### src/rtl/cc_timer_pkg.sv
package cc_timer_pkg;
  typedef enum logic {
    SEL_COUNT   = 1'b0,
    SEL_COMPARE = 1'b1
  } reg_sel_e;
endpackage

### src/rtl/cc_timer_counter.sv
module cc_timer_counter #(
  parameter int CNT_W = 32
) (
  input  logic             clk,
  input  logic             rst,
  input  logic             load,
  input  logic [CNT_W-1:0] load_val,
  input  logic             step,
  output logic [CNT_W-1:0] cnt_q,
  output logic             inc_fire,
  output logic [CNT_W-1:0] inc_val
);
  // a load suppresses the increment and therefore any match from it
  assign inc_fire = step & ~load;
  assign inc_val  = cnt_q + CNT_W'(1);

  always_ff @(posedge clk) begin
    if (rst) begin
      cnt_q <= '0;
    end else if (load) begin
      cnt_q <= load_val;
    end else if (inc_fire) begin
      cnt_q <= inc_val;
    end
  end
endmodule

### src/rtl/cc_timer_match.sv
module cc_timer_match #(
  parameter int CNT_W = 32
) (
  input  logic             clk,
  input  logic             rst,
  input  logic             cmp_wr,
  input  logic [CNT_W-1:0] cmp_wdata,
  input  logic             inc_fire,
  input  logic [CNT_W-1:0] inc_val,
  output logic [CNT_W-1:0] cmp_q,
  output logic             irq_d,
  output logic             irq_q
);
  logic hit;

  assign hit = inc_fire && (inc_val == cmp_q);

  // compare write clears and has priority over a simultaneous hit
  always_comb begin
    irq_d = irq_q;
    if (cmp_wr) begin
      irq_d = 1'b0;
    end else if (hit) begin
      irq_d = 1'b1;
    end
  end

  always_ff @(posedge clk) begin
    if (rst) begin
      cmp_q <= '0;
      irq_q <= 1'b0;
    end else begin
      irq_q <= irq_d;
      if (cmp_wr) begin
        cmp_q <= cmp_wdata;
      end
    end
  end
endmodule

### src/rtl/cc_timer_route.sv
module cc_timer_route #(
  parameter int ROUTE_W = 3,
  localparam int LINES  = 1 << ROUTE_W
) (
  input  logic               clk,
  input  logic               rst,
  input  logic               irq_d,
  input  logic [ROUTE_W-1:0] route,
  output logic [LINES-1:0]   lines_q
);
  logic [LINES-1:0] lines_d;

  for (genvar g = 0; g < LINES; g++) begin : g_line
    assign lines_d[g] = irq_d && (route == ROUTE_W'(g));
  end

  always_ff @(posedge clk) begin
    if (rst) begin
      lines_q <= '0;
    end else begin
      lines_q <= lines_d;
    end
  end
endmodule

### src/rtl/cc_timer.sv
module cc_timer
  import cc_timer_pkg::*;
#(
  parameter int CNT_W       = 32,
  parameter int ROUTE_W     = 3,
  parameter bit HAS_PENDING = 1'b1,
  localparam int LINES      = 1 << ROUTE_W
) (
  input  logic               clk,
  input  logic               rst,
  input  logic               tick_en,
  input  logic               freeze,
  input  logic [ROUTE_W-1:0] irq_route,
  input  logic               reg_wr,
  input  logic               reg_sel,
  input  logic [CNT_W-1:0]   reg_wdata,
  output logic [CNT_W-1:0]   rd_data,
  output logic [LINES-1:0]   irq_lines,
  output logic               tmr_pending
);
  reg_sel_e         sel;
  logic             cnt_wr;
  logic             cmp_wr;
  logic [CNT_W-1:0] cnt_q;
  logic [CNT_W-1:0] cmp_q;
  logic             inc_fire;
  logic [CNT_W-1:0] inc_val;
  logic             irq_d;
  logic             irq_q;

  assign sel    = reg_sel_e'(reg_sel);
  assign cnt_wr = reg_wr && (sel == SEL_COUNT);
  assign cmp_wr = reg_wr && (sel == SEL_COMPARE);

  cc_timer_counter #(.CNT_W(CNT_W)) u_counter (
    .clk      (clk),
    .rst      (rst),
    .load     (cnt_wr),
    .load_val (reg_wdata),
    .step     (tick_en && !freeze),
    .cnt_q    (cnt_q),
    .inc_fire (inc_fire),
    .inc_val  (inc_val)
  );

  cc_timer_match #(.CNT_W(CNT_W)) u_match (
    .clk       (clk),
    .rst       (rst),
    .cmp_wr    (cmp_wr),
    .cmp_wdata (reg_wdata),
    .inc_fire  (inc_fire),
    .inc_val   (inc_val),
    .cmp_q     (cmp_q),
    .irq_d     (irq_d),
    .irq_q     (irq_q)
  );

  cc_timer_route #(.ROUTE_W(ROUTE_W)) u_route (
    .clk     (clk),
    .rst     (rst),
    .irq_d   (irq_d),
    .route   (irq_route),
    .lines_q (irq_lines)
  );

  if (HAS_PENDING) begin : g_pend
    always_ff @(posedge clk) begin
      if (rst) begin
        tmr_pending <= 1'b0;
      end else begin
        tmr_pending <= irq_d;
      end
    end
  end else begin : g_nopend
    assign tmr_pending = 1'b0;
  end

  always_ff @(posedge clk) begin
    if (rst) begin
      rd_data <= '0;
    end else begin
      rd_data <= (sel == SEL_COMPARE) ? cmp_q : cnt_q;
    end
  end
endmodule

### config.mk
export PLATFORM = sky130hd
export DESIGN_NAME = cc_timer
export DESIGN_NICKNAME = d
export VERILOG_FILES = /design/src/rtl/cc_timer_pkg.sv /design/src/rtl/cc_timer_counter.sv /design/src/rtl/cc_timer_match.sv /design/src/rtl/cc_timer_route.sv /design/src/rtl/cc_timer.sv
export SDC_FILE = /design/constraint.sdc
export NUM_CORES = 1
export LEC_CHECK = 0
export BUFFER_PORTS_ARGS = -buffer_cell sky130_fd_sc_hd__buf_2
export CORE_MARGIN = 10
export CORE_UTILIZATION = 40
export CTS_CLUSTER_SIZE = 25
export DETAILED_ROUTE_END_ITERATION = 10
export GPL_TIMING_DRIVEN = 0
export PLACE_DENSITY = 0.6
export RECOVER_POWER = 50
export SYNTH_ARGS = -nofsm -noshare
export SYNTH_HDL_FRONTEND = slang
export SYNTH_HIERARCHICAL = 1
export SYNTH_SLANG_ARGS = --single-unit
### constraint.sdc
create_clock -name clk -period 3.8 [get_ports clk]
set_input_delay 0.76 -clock clk [delete_from_list [all_inputs] [get_ports clk]]
set_output_delay 0.76 -clock clk [all_outputs]
set_load 0.02 [all_outputs]
# Word level (Yosys, flattened, before mapping)
# Index checks and enable logic that the tools add are counted.
# totals
ff_bits,105
word_cells,37
# classes
muxes,5
reduce_logical,15
n_bitwise,3
n_addsub,1
n_eq_ne,8
# op_table
op,count
$mux W32,3
$add A32 B1 Y32 const B,1
$eq A32 B32 Y1,1
$eq A3 B3 Y1 const B,4
$logic_and A1 B1 Y1,12
$eq A3 B2 Y1 const B,2
$eq A3 B1 Y1 const B,1
$logic_not A3 Y1,1
$mux W1,2
$not A1 Y1,2
$reduce_bool A2 Y1,1
$and A1 B1 Y1,1
$logic_not A1 Y1,1

# Depth between registers and ports, before layout
# depth
word_depth,8
mapped_depth,14
ltp_nobuf,12

# Cells and area by module
# The synthesis kept the hierarchy.
# by_module_without_submodules
module,area_per_inst_um2,cells_per_inst,n_inst
cc_timer_counter,2478.6,321,1
cc_timer_match,1535.2,158,1
cc_timer,1219.9,109,1
cc_timer_route,232.7,21,1

# Least setup slack after synthesis
# OpenSTA, ideal clock, no wires.
# synth_path
path_kind,register to register
start,reg u_counter.cnt_q[0]
end,reg u_route.lines_q[0]
path_slack_ns,0.724
n_path_buf,1
required_time_ns,3.727
t_arrival_ns,3.003
setup_ns,0.073
path_stages_with_launch,14
path_cell_list,dfxtp_1 > ha_1 > nand3_1 > nor4_2 > buf_2 > nand4_1 > xnor2_1 > inv_1 > a22o_1 > nor4_1 > nand3_1 > o21ai_0 > or3b_4 > nor3_2
# synth_via
elab_chain_len,6
# synth_lines
element,line,source
"start, declared",cc_timer_counter.sv:9,"output logic [CNT_W-1:0] cnt_q,"
"start signal, assigned",cc_timer_counter.sv:21,cnt_q <= load_val;
"start signal, assigned",cc_timer_counter.sv:23,cnt_q <= inc_val;
$add A32 B1 Y32,cc_timer_counter.sv:15,assign inc_val = cnt_q + CNT_W'(1);
named net inc_val[22],cc_timer.sv:27,logic [CNT_W-1:0] inc_val;
$eq A32 B32 Y1,cc_timer_match.sv:16,assign hit = inc_fire && (inc_val == cmp_q);
$logic_and A1 B1 Y1,cc_timer_match.sv:16,
$mux W1,cc_timer_match.sv:23,end else if (hit) begin
$mux W1,cc_timer_match.sv:21,if (cmp_wr) begin
named net irq_d,cc_timer.sv:28,logic irq_d;
$logic_and A1 B1 Y1,cc_timer_route.sv:14,assign lines_d[g] = irq_d && (route == ROUTE_W'(g));
"end signal, assigned",cc_timer_route.sv:21,lines_q <= lines_d;
"end, declared",cc_timer_route.sv:9,output logic [LINES-1:0] lines_q
# The timed path passes the listed nets, and every way through them passes these cells.
# A chain may end at the register's enable or synchronous reset.

# Worst setup path after layout
# Same ends and word-level chain as after synthesis.

==> impl_metrics.yaml <==
grt:
  antenna_found_initial: 0
  grt_max_degree: 20
  grt_overflow: 0
  grt_pass1_vias: 4655
  grt_use_total_pct: 17.92
  grt_pass1_wl_mm: 25.98
die:
  core_area_um2: 13300
  die_area_um2: 18740
  die_width_um: 136.9
  initial_core_util_pct: 41.12
  io_pins: 82
  die_height_um: 136.9
  rows: 42
cells_and_area:
  mostFrequentLayoutCells: "106 x dfxtp_1, 98 x nor2_1, 66 x mux2i_1"
  drive_gt1_share_pct: 12.75
  fin_nets: 743
  area_growth_pct: 15.61
  final_common_cell: "dfxtp_1"
  fin_util_pct: 47.53
  fin_cells: 882
  antenna_cells: 0
sta:
  fin_crit_sh_pct: 95.59
  max_slew_margin_pct: 37.76
  skew_ps: 10.80
  setup_viol: 0
  tightest_slew_ps: 933.6
  drv_slew: 0
  finalSetupTns_ps: 0
  rsz0062_at_grt: "no"
  hold_viol: 0
  hold-worst-slack_ps: 492.4
  fmax_mhz: 275.3
  worst_slack_ps: 167.5
  fin_crit_ps: 3632
pwr:
  p_comb_share_pct: 13.5
  p_seq_share_pct: 49.3
  p_int_w: 0.001755
  p_sw_share_pct: 28.71
  p_clk_share_pct: 37.2
  p_leak_nw: 2.495
  cellPowerDensity_nw_per_um2: 389.5
  p_switching_w: 0.0007068
  ir_worst_vdd_mv: 0.2733
routing:
  drtAntennaViolNets: 0
  dr.pass1.iters: 5
  finalWirelength_mm: 16.71
  vias: 4813
  vias_per_cell: 5.457
  routedWlPerCell_um: 18.95
  first_iter_violations: 413
  drcViolationCount: 0
worst_setup_path:
  slowest_delay_ps: 460
  rrSetupSlack_ps: 170
  endpoint_kind: "register"
  timing.rr.end: "u_route/lines_q[0]$_SDFF_PP0_"
  worstPathCellList: "ha_1 -> nand3_2 -> nor4_4 -> clkbuf_4 -> nand4_1 -> xnor2_1 -> inv_1 -> a22o_1 -> nor4_2 -> nand3_1 -> o21ai_2 -> or3b_4 -> nor3_2"
  critPathKind: "register to register"
  cp_max_fo: 10
  required_ps: 4090
  start_kind: "register"
  critPathTopFamily: "simple AND/OR/NAND/NOR gates"
  cp_slowest_cell: "dfxtp_1"
  r2r_cells: 13
  crit_buf_inv: 2
  reg2reg_from: "u_counter/cnt_q[0]$_SDFFE_PP0P_"
  crit_arrival_ps: 3930
logic_synthesis:
  post_synth_num_cell_types: 62
  yosysWarnings: 6
  synth_seq_area_share_pct: 38.82
  yosysTopAreaCellShare_pct: 38.82
  synth-main-ff-cell: "dfxtp_1"
  synthCells: 609
  netlist_top_cells_area: "dfxtp_1 39%, mux2i_1 12%, nor2_1 6.7%"
  yosys.area.top_type: "dfxtp_1"
  synth.ff_latch_count: 106
  synth_nets: 651
  syn_area_um2: 5466
  syn_avg_cell_area_um2: 8.976
  synth-edff-count: 0
  ys_async_sr_fraction_pct: 0
clock_tree:
  cts_tree: "yes"
  cts-root-buf: "clkbuf_16"
  clk_pin_slew_ps: 80
  htree_levels: 3
  clkLatencyLatePin_ps: 360
  numCtsBuffers: 9
  cts.sinks: 106
  cts_buffer_depth: 2
worst_hold_path:
  min_to: "rd_data[28]$_SDFF_PP0_"
  holdPathStages: 2
  min_from: "u_counter/cnt_q[28]$_SDFFE_PP0P_"
  hold_path_class: "register to register"
place:
  portBuffers: 80
  post-place-ws_ps: -782.7
  dp.cells: 865
  dp_hpwl_mm: 12.50
  gp_congestion: 0.9120
status:
  status: "complete, no violations"
flow_run:
  max_cap_violations: 0
[synth_stat cells (2+ instances only)]
cell / instances
o31ai_1: 2
a211o_1: 2
nor2_1: 98
xnor2_1: 37
nand4_1: 18
nor2b_1: 3
buf_6: 2
nor3_1: 9
nor2_2: 2
and3_1: 6
nand2b_1: 8
or2_2: 2
nor4_1: 10
a2111oi_1: 3
a311oi_1: 5
clkbuf_2: 2
o311ai_0: 2
inv_1: 13
and2_1: 5
xor2_1: 33
a31oi_1: 2
mux2i_1: 66
o21ai_0: 6
o221ai_1: 5
o211ai_1: 3
nand3_1: 17
nand2_1: 30
o21bai_1: 2
or3_1: 6
dfxtp_1: 106
nor4b_1: 2
buf_4: 2
clkbuf_1: 19
a211oi_1: 11
a21oi_1: 12
or4_1: 3
and4_1: 8
buf_12: 3
buf_1: 5
buf_2: 10
nor3b_1: 7
and4_4: 2
[registers in the layout, indices dropped and copies added (netlist names)]
| register | count |
|---|---|
| u_counter/cnt_q | 32 |
| u_match/irq_q | 1 |
| u_match/cmp_q | 32 |
| u_route/lines_q | 8 |
| tmr_pending | 1 |
| rd_data | 32 |
[cell type report]
cell class              count  area, um2
multi-input cells         446       3068
repair buffers             82      366.6
flip-flops and latches    106       2122
clock buffers              10      229.0
plain buffers              42      205.2
clock inverters             6      56.30
inverters                  14      52.55
fillers                  1343       6975
well taps                 176      220.2
[worst min-delay path, cell delays in order (launching register included)]
cell and delay (ps):
dfxtp_1 330, mux2i_1 60, nor2_1 70
[power groups by stage]
| stage | registers (W) | logic, W | clock network [W] |
|---|---|---|---|
| 6_report | 0.00121 | 0.000332 | 0.000916 |
| 5_1_grt | 0.00122 | 0.000362 | 0.000981 |
| 4_1_cts | 0.00121 | 0.000340 | 0.000940 |
| 3_5_place_dp | 0.00124 | 0.000338 | 0 |
| 3_3_place_gp | 0.00124 | 0.000333 | 0 |
| 2_1_floorplan | 0.00124 | 0.000211 | 0 |
[how the worst max path moves through the flow]
stage / start / end / slack (ps) / cells after the start
after floorplan: u_counter/cnt_q[0]$_SDFFE_PP0P_ / u_route/lines_q[0]$_SDFF_PP0_ / 720 / 13
after global placement: u_counter/cnt_q[0]$_SDFFE_PP0P_ / u_route/lines_q[0]$_SDFF_PP0_ / -690 / 13
after detailed placement: u_counter/cnt_q[0]$_SDFFE_PP0P_ / u_route/lines_q[0]$_SDFF_PP0_ / -780 / 13
after CTS: u_counter/cnt_q[0]$_SDFFE_PP0P_ / u_route/lines_q[0]$_SDFF_PP0_ / 60 / 13
after global routing: u_counter/cnt_q[0]$_SDFFE_PP0P_ / u_route/lines_q[0]$_SDFF_PP0_ / 3 / 13
final: u_counter/cnt_q[0]$_SDFFE_PP0P_ / u_route/lines_q[0]$_SDFF_PP0_ / 170 / 13
[metal layers]
metal  GRT usage, %  part of all wire (%)  up-vias
li1               -                     -     2324
met1          23.59                    45     2314
met2          27.65                    45      142
met3          3.922                   6.8       33
met4          7.670                   2.6        0
met5              0                     0        -
[stage by stage]
step	total power [W]	area (um2)
5_1_grt	0.002565	6320
3_3_place_gp	0.001571	6087
6_report	0.002462	6320
4_1_cts	0.002494	6399
3_5_place_dp	0.001577	6087
2_1_floorplan	0.001452	5466
[timing repair]
action	CTS	global route
gates resized for setup	4	2
setup endpoints to repair	9	4
pin swaps	1	1
buffers inserted	1	1
hold buffers	0	0
[kinds of logic (layout without fill, tap and decap cells)]
kind of cell	after synthesis	count (layout)	share of synthesized area, %
AO/OA/AOI/OAI	64	64	8.652
XOR/XNOR	70	70	11.22
adder cells (fa/ha/maj)	1	1	0.2288
buffers and inverters	57	154	5.493
flip-flops	106	106	38.82
multiplexers	66	66	12.09
AND/OR/NAND/NOR	245	245	23.51
Power figures use the tool's default switching activity.
